## src/rtl/chop_pkg.sv

```systemverilog
package chop_pkg;

    typedef enum logic [1:0] {
        DM_SLOW  = 2'b00,
        DM_MIXED = 2'b01,
        DM_FAST  = 2'b10,
        DM_FAST2 = 2'b11
    } decay_sel_e;

    typedef enum logic [1:0] {
        PH_DRIVE = 2'd0,
        PH_FAST  = 2'd1,
        PH_SLOW  = 2'd2,
        PH_OFF   = 2'd3
    } phase_e;

    typedef struct packed {
        logic hi1;
        logic lo1;
        logic hi2;
        logic lo2;
    } gate_t;

    // whole clock cycles covering a time span, rounded up
    function automatic int unsigned span_cycles(longint unsigned clk_hz,
                                                longint unsigned span_ns);
        longint unsigned prod;
        prod = clk_hz * span_ns;
        return int'((prod + 64'd999_999_999) / 64'd1_000_000_000);
    endfunction

    function automatic gate_t gate_for(phase_e ph, logic neg);
        gate_t g;
        g = '0;
        unique case (ph)
            PH_DRIVE: begin
                g.hi1 = !neg; g.lo2 = !neg;
                g.hi2 = neg;  g.lo1 = neg;
            end
            PH_FAST: begin
                g.hi1 = neg;  g.lo2 = neg;
                g.hi2 = !neg; g.lo1 = !neg;
            end
            PH_SLOW: begin
                g.lo1 = 1'b1; g.lo2 = 1'b1;
            end
            default: g = '0;
        endcase
        return g;
    endfunction

endpackage

```

## src/rtl/chop_timer.sv

```systemverilog
module chop_timer #(
    parameter int unsigned PERIOD = 200,
    localparam int unsigned CW = $clog2(PERIOD)
) (
    input  logic          clk,
    input  logic          rst,
    input  logic          run,
    output logic [CW-1:0] cnt,
    output logic          last
);
    localparam logic [CW-1:0] LAST_C = CW'(PERIOD - 1);

    assign last = (cnt == LAST_C);

    always_ff @(posedge clk) begin
        if (rst || !run) cnt <= '0;
        else if (last)   cnt <= '0;
        else             cnt <= cnt + 1'b1;
    end

    a_r3_wrap_zero: assert property (@(posedge clk) disable iff (rst)
        (cnt == LAST_C) |=> (cnt == '0));
endmodule

```

## src/rtl/chop_phase.sv

```systemverilog
module chop_phase
    import chop_pkg::*;
#(
    parameter int unsigned PERIOD = 200,
    parameter int unsigned BLANK  = 38,
    parameter int unsigned MIX    = 150,
    localparam int unsigned CW = $clog2(PERIOD)
) (
    input  logic          clk,
    input  logic          rst,
    input  logic          run,
    input  logic [CW-1:0] cnt,
    input  logic          last,
    input  logic          trip,
    input  logic          zero_det,
    input  logic          falling,
    input  decay_sel_e    mode,
    output phase_e        phase
);
    localparam logic [CW-1:0] BLANK_C  = CW'(BLANK);
    localparam logic [CW-1:0] MIXPRE_C = CW'(MIX - 1);
    localparam logic [CW-1:0] LAST_C   = CW'(PERIOD - 1);

    logic   mix_q;
    logic   trip_ok;
    phase_e decay_pick;
    logic   pick_mix;

    assign trip_ok = trip && (cnt >= BLANK_C);

    // decay chosen at the moment a trip is accepted
    always_comb begin
        decay_pick = PH_FAST;
        pick_mix   = 1'b0;
        unique case (mode)
            DM_SLOW:  decay_pick = PH_SLOW;
            DM_MIXED: begin
                if (!falling || cnt >= MIXPRE_C) decay_pick = PH_SLOW;
                else begin
                    decay_pick = PH_FAST;
                    pick_mix   = 1'b1;
                end
            end
            default:  decay_pick = PH_FAST;
        endcase
    end

    always_ff @(posedge clk) begin
        if (rst || !run) begin
            phase <= PH_DRIVE;
            mix_q <= 1'b0;
        end else if (last) begin
            phase <= PH_DRIVE;
            mix_q <= 1'b0;
        end else begin
            unique case (phase)
                PH_DRIVE: if (trip_ok) begin
                    phase <= decay_pick;
                    mix_q <= pick_mix;
                end
                PH_FAST: begin
                    if (zero_det)                      phase <= PH_OFF;
                    else if (mix_q && cnt == MIXPRE_C) phase <= PH_SLOW;
                end
                default: phase <= phase;
            endcase
        end
    end

    a_r4_blank_hold: assert property (@(posedge clk) disable iff (rst)
        (run && phase == PH_DRIVE && cnt < BLANK_C) |=> (phase == PH_DRIVE));

    a_r3_period_starts_drive: assert property (@(posedge clk) disable iff (rst)
        (cnt == LAST_C) |=> (phase == PH_DRIVE));

    a_r5_decay_hold: assert property (@(posedge clk) disable iff (rst)
        (run && phase != PH_DRIVE && cnt != LAST_C) |=> (phase != PH_DRIVE));

    a_r8_off_sticky: assert property (@(posedge clk) disable iff (rst)
        (run && phase == PH_OFF && cnt != LAST_C) |=> (phase == PH_OFF));
endmodule

```

## src/rtl/chop_gate.sv

```systemverilog
module chop_gate
    import chop_pkg::*;
(
    input  logic   clk,
    input  logic   rst,
    input  logic   run,
    input  phase_e phase,
    input  logic   neg,
    output gate_t  gate
);
    always_comb begin
        if (run) gate = gate_for(phase, neg);
        else     gate = '0;
    end

    a_r12_no_shoot: assert property (@(posedge clk) disable iff (rst)
        !(gate.hi1 && gate.lo1) && !(gate.hi2 && gate.lo2));

    a_r7_slow_lows: assert property (@(posedge clk) disable iff (rst)
        (run && phase == PH_SLOW) |-> (gate.lo1 && gate.lo2 && !gate.hi1 && !gate.hi2));
endmodule

```

## src/rtl/pwm_chopper.sv

```systemverilog
module pwm_chopper
    import chop_pkg::*;
#(
    parameter int unsigned CLK_HZ   = 10_000_000,
    parameter int unsigned PWM_HZ   = 50_000,
    parameter int unsigned BLANK_NS = 3750
) (
    input  logic       clk,
    input  logic       rst,
    input  logic       en,
    input  logic [1:0] decay_sel,
    input  logic       trip,
    input  logic       zero_det,
    input  logic       falling,
    input  logic       sign_neg,
    output logic [3:0] gate
);
    localparam int unsigned PERIOD_CYC = CLK_HZ / PWM_HZ;
    localparam int unsigned BLANK_CYC  = span_cycles(CLK_HZ, BLANK_NS);
    localparam int unsigned MIX_CYC    = (PERIOD_CYC * 3) / 4;
    localparam int unsigned CW         = $clog2(PERIOD_CYC);

    logic          run;
    logic [CW-1:0] cnt;
    logic          last;
    phase_e        phase;
    gate_t         g;

    assign run = en && !rst;

    chop_timer #(.PERIOD(PERIOD_CYC)) u_timer (
        .clk (clk),
        .rst (rst),
        .run (run),
        .cnt (cnt),
        .last(last)
    );

    chop_phase #(
        .PERIOD(PERIOD_CYC),
        .BLANK (BLANK_CYC),
        .MIX   (MIX_CYC)
    ) u_phase (
        .clk     (clk),
        .rst     (rst),
        .run     (run),
        .cnt     (cnt),
        .last    (last),
        .trip    (trip),
        .zero_det(zero_det),
        .falling (falling),
        .mode    (decay_sel_e'(decay_sel)),
        .phase   (phase)
    );

    chop_gate u_gate (
        .clk  (clk),
        .rst  (rst),
        .run  (run),
        .phase(phase),
        .neg  (sign_neg),
        .gate (g)
    );

    assign gate = g;

    a_r2_idle_off: assert property (@(posedge clk)
        (!en || rst) |-> (gate == 4'b0000));
endmodule

```

## config.mk

```make
export PLATFORM = sky130hd
export DESIGN_NAME = pwm_chopper
export DESIGN_NICKNAME = d
export VERILOG_FILES = /design/src/rtl/chop_pkg.sv /design/src/rtl/chop_timer.sv /design/src/rtl/chop_phase.sv /design/src/rtl/chop_gate.sv /design/src/rtl/pwm_chopper.sv
export SDC_FILE = /design/constraint.sdc
export NUM_CORES = 1
export LEC_CHECK = 0
export ABC_AREA = 1
export CORE_UTILIZATION = 45
export DETAILED_ROUTE_END_ITERATION = 8
export PLACE_DENSITY = 0.79
export SLEW_MARGIN = 40
export SYNTH_ARGS = -nofsm -noshare
export SYNTH_HDL_FRONTEND = slang
export SYNTH_SLANG_ARGS = --single-unit
```

## constraint.sdc

```tcl
create_clock -name clk -period 2.8 [get_ports clk]
set_input_delay 0.7 -clock clk [delete_from_list [all_inputs] [get_ports clk]]
set_output_delay 0.7 -clock clk [all_outputs]
set_load 0.05 [all_outputs]
```

Yosys cells after proc, flatten, opt, wreduce, memory -nomap -nowiden. Index checks and enable logic that the tools add are counted.

Muxes and demuxes: 13. Equality and inequality tests: 7. Add/subtract/negate cells: 1. Magnitude comparators: 2. Reductions and logical operators: 15.

Operators by type and width (number): 8-bit == test (second input constant) (2); 8-bit by 1-bit adder with 8-bit output (second input constant) (1); 8-bit by 6-bit greater-or-equal comparator with 1-bit output (second input constant) (1); 8-bit greater-or-equal comparator (second input constant) (1); 2-bit two-way mux (4); 2-bit one-hot mux with 2 select lines (2); 1-bit one-hot mux with 3 select lines (2); 2-bit by 1-bit == test with 1-bit output (second input constant) (2); 1-bit logical NOT (4); 2-bit logical NOT (2); 4-bit two-way mux (1); 1-bit one-hot mux with 2 select lines (2); 1-bit logical AND (3); 3-bit inequality test (second input constant) (1); 3-bit AND reduction (1); 2-bit == test (second input constant) (1); 1-bit logical OR (2); 1-bit two-way mux (2); 2-bit inequality test (second input constant) (1); 2-bit AND reduction (1); 2-bit nonzero test (1); 2-bit OR reduction (1).

Word-level logic and storage cells: 41. Output and inout bits: 4. Input port bits: 9. Flip-flop bits (word level): 11.

Logic depth before layout (Yosys ltp).
Depth in word-level cells: 6. Mapped depth: 11. Depth with buffers taken out: 11.

By module. A second synthesis with hierarchy kept.

Cell total of the unflattened synthesis: 141. Area, all modules: 857.1 µm².

Modules (own cells, without submodules): chop_timer (instances 1, sequential area each 160.2 µm², cells an instance 65, area an instance 461.7 µm²); chop_phase (instances 1, sequential area each 60.1 µm², cells an instance 54, area an instance 295.3 µm²); chop_gate (instances 1, sequential area each 0.0 µm², cells an instance 20, area an instance 90.1 µm²); pwm_chopper (instances 1, sequential area each 0.0 µm², cells an instance 2, area an instance 10.0 µm²).

Worst setup path before layout. No wires, ideal clock.

Kind: input-to-output. From: input sign_neg. To: output gate[3]. Setup slack: -9 ps. Data arrival time: 2109 ps. Stages on the path: 4. Data required time: 2100 ps. Buffers on the path: 0. Path through: inv_1 -> o21ai_0 -> inv_1 -> nor3_1.

Cells in the longest elaborated chain, start to end: 3.

Ends and longest elaborated chain: start, declared (line pwm_chopper.sv:15) `input logic sign_neg,`; 1-bit logical NOT (line chop_pkg.sv:37) `g.hi1 = !neg; g.lo2 = !neg;`; 1-bit one-hot mux with 2 select lines * (line chop_pkg.sv:35) `unique case (ph)`; 4-bit two-way mux * (line chop_gate.sv:12) `if (run) gate = gate_for(phase, neg);`; end, declared (line pwm_chopper.sv:16) `output logic [3:0] gate`.

Mark *: on every way between the ends. The rest lies on a longest branch, timed or not.

Worst setup path in the final report. Same ends and word-level chain as after synthesis.

==> results.md <==
- Die area: between 0.0015 and 0.002 sq mm
- Syn Std Cell Area: between 700 and 800 sq um
- # setup viols final: 0
- Post-Synth Adder-Cell Area: 6.71%
- Yosys reg bits: 11
- Net count after synthesis: 126
- Initial core utilization: between 40 and 50%
- Clk buf depth: 2
- Yosys cell types: 22
- Critical Path Sink Type: output port
- Final weighted congestion in routability-driven placement: ~0.82
- Synthesized area per cell: 6.60 sq um
- Hold Vio Cnt, Final: 0
- CP Launch Type: primary input
- Die span in x: 42.7 um
- CTS Hold Bufs: 0
- Post-cts sizing count: 0
- Syn. warnings: 0
- GRT Residual Overflow: 0
- Setup CP Type: in -> out
- Core footprint: between 0.0015 and 0.002 sq mm
- Number of nets in the layout: 143
- Critical Path RT: 2.10 ns
- Cells after synthesis: 113
- CTS buffer count: 3
- Crit path DAT: 1.99 ns
- Post-DP HPWL: between 1 and 1.5 mm
- Crit path time final: 2.69 ns
- Root buffer cell: clkbuf_4
- Antenna diodes: 0
- Compound-cell area share of the yosys netlist: 10.7%
- Final Skew: 0.00446 ns
- Postcts setup bufs: 0
- Worst-path clk slew: 0.07 ns
- Synth top area share: 29.5%
- Met1 Track Usage GR: 21.3%
- Max Fclk: 372 MHz
- Slew HR: 78.4%
- Seq. cell area: around 220 sq um
- Routed WL per cell: slightly below 10 um
- Area contributors post-synth: dfxtp_1 30%, inv_1 10%, nand2_1 10%, nor2_1 9.1%, ha_1 6.7%
- RSZ-0062 raised after global routing: false
- Gr usage total: 18.1%
- Fraction of layout cells with a size suffix above 1: between 20% and 30%
- Max-cap viol count: 0
- Post-Route WL: 1.42 mm
- Xor-xnor portion of the synthesized cell area: 2.35%
- Slew Limit Fails: 0
- Top Ports: 13
- Area Growth Syn to Fin: 28.4%
- Final period utilization: 95.9%
- Vias/cell: 4.81
- Port Buffers: 12
- Post-synth top area cell: dfxtp_1
- Maximum fanout along the worst path: 3
- Largest net degree at the start of global routing: 9
- Register area share after synthesis: 29.5%
- Post-route cell area: 957 sq um
- Number of global-route vias before repair: roughly 620
- Filler cells: 138
- DRT Pass-1 Iters: 4
- Die Y: ~43 um
- Leak pwr: 0.410 nW
- Worst hold path type: reg -> reg
- Antenna viol nets, final: 0
- Met3 Usage GRT: under 10%
- PwrDens: around 330 mW/mm^2
- Via Count: roughly 700
- Post-DP Area: 931 sq um
- Row count: 14
- First-pass GRT wire length: about 2.5 mm
- Iter 0 DRT Violations: 8
- Main combinational cell family by area after synthesis: simple AND/OR/NAND/NOR gates
- Worst-margin pin slew: 0.320 ns
- Peak supply drop: 0.228 mV
- DRC Markers: 0
- Status: completed
- Worst-Skew Late Latency: 0.27 ns
- Htree depth: 1
- Grt met2 use: 29.7%
- CTS tree: done
- Multi-input logic area: 433 sq um
- Simple-gate portion of the synthesized area: 37.6%
- Most Used Layer, Global Route: met2
- Multiplexer share of the synthesized area: 0%
- Setup_tns: 0 ns
- Sink Count: 11
- Initial antenna violation count: 0
## final cells by class
cell class,count,area share (%)
multi-input combinational,76,45.2
sequential,11,23.0
timing repair buffer,12,16.7
inverter,26,10.2
clock buffer,4,2.75
tap,16,2.09
## logic make-up (layout without fill, tap and decap cells)
kind of cell	after synthesis	count (layout)
compound gates	12	12
xor+xnor	2	2
flops	11	11
fa+ha+maj	4	4
simple gates	58	58
buf+inv	26	42
## where the power goes
part / internal (W) / total, W / switching, W
Combinational: 0.0000245 / 0.0000499 / 0.0000254
Clock: 0.0000551 / 0.000108 / 0.0000527
Sequential: 0.000158 / 0.000159 / 0.00000166
## sequential cells by signal, summed over array words and instances (netlist names)
signal         cells
u_timer.cnt        8
u_phase.phase      2
u_phase.mix_q      1
## worst max-delay path: stages
cell and delay [ns]:
clkdlybuf4s50_1 0.46, inv_1 0.04, o21ai_0 0.29, inv_1 0.12, nor3_2 0.20, buf_12 0.17
## cells in the final DEF, fill, tap and decap left out, types with 3 or more instances in the layout
master | netlist | routed
inv_1 | 20 | 20
nand2_1 | 20 | 20
nor2_1 | 18 | 18
dfxtp_1 | 11 | 11
clkdlybuf4s50_1 | 0 | 8
a21oi_1 | 6 | 6
inv_2 | 5 | 5
nand2_2 | 4 | 4
ha_1 | 4 | 4
buf_12 | 0 | 4
o21ai_0 | 3 | 3
nor3_2 | 2 | 3
nand3_1 | 3 | 3
clkbuf_4 | 0 | 3
## Yosys cell counts
cell type / number
xor2_1: 2
nand3_1: 3
nand3_2: 2
nand2_1: 20
clkinv_1: 1
nand2_2: 4
a21oi_2: 1
a31oi_4: 1
dfxtp_1: 11
nand4_1: 2
a21oi_1: 6
o21ai_0: 3
nor2_1: 18
ha_1: 4
nor3_2: 2
nor2_4: 1
inv_2: 5
inv_1: 20
o21ai_1: 1
nor3_1: 3
nor2_2: 2
nor4_1: 1
## per-stage QoR
| stage | hold slack [ns] | total power, W | setup WS (ns) | utilization, % | std cells |
|---|---|---|---|---|---|
| floorplan | 0.433 | 0.000188 | 0.375 | - | 113 |
| global placement | 0.457 | 0.000212 | 0.195 | 61.1 | 141 |
| detailed placement | 0.464 | 0.000213 | 0.133 | 61.1 | 141 |
| CTS | 0.481 | 0.000320 | 0.120 | 62.8 | 145 |
| global route | 0.528 | 0.000333 | 0.0534 | 62.8 | 145 |
| finish | 0.475 | 0.000317 | 0.114 | 62.8 | 145 |
## layer usage
metal | up-vias | wire (um)
met5 | - | 0
met1 | 295 | 641
met3 | 6 | 74
met4 | 0 | 38
li1 | 376 | -
met2 | 21 | 664
## worst paths after layout
kind	from	endpoint	slack (ns)	cells past startpoint
hold reg to reg	u_timer.cnt[0]	u_timer.cnt[0]	0.47	1
setup reg to reg	u_timer.cnt[0]	u_phase.phase[0]	1.38	10
hold / removal	u_timer.cnt[0]	u_timer.cnt[0]	0.47	1
setup / recovery	sign_neg	gate[3]	0.11	6
No activity file was read; power rests on OpenSTA's default activity.
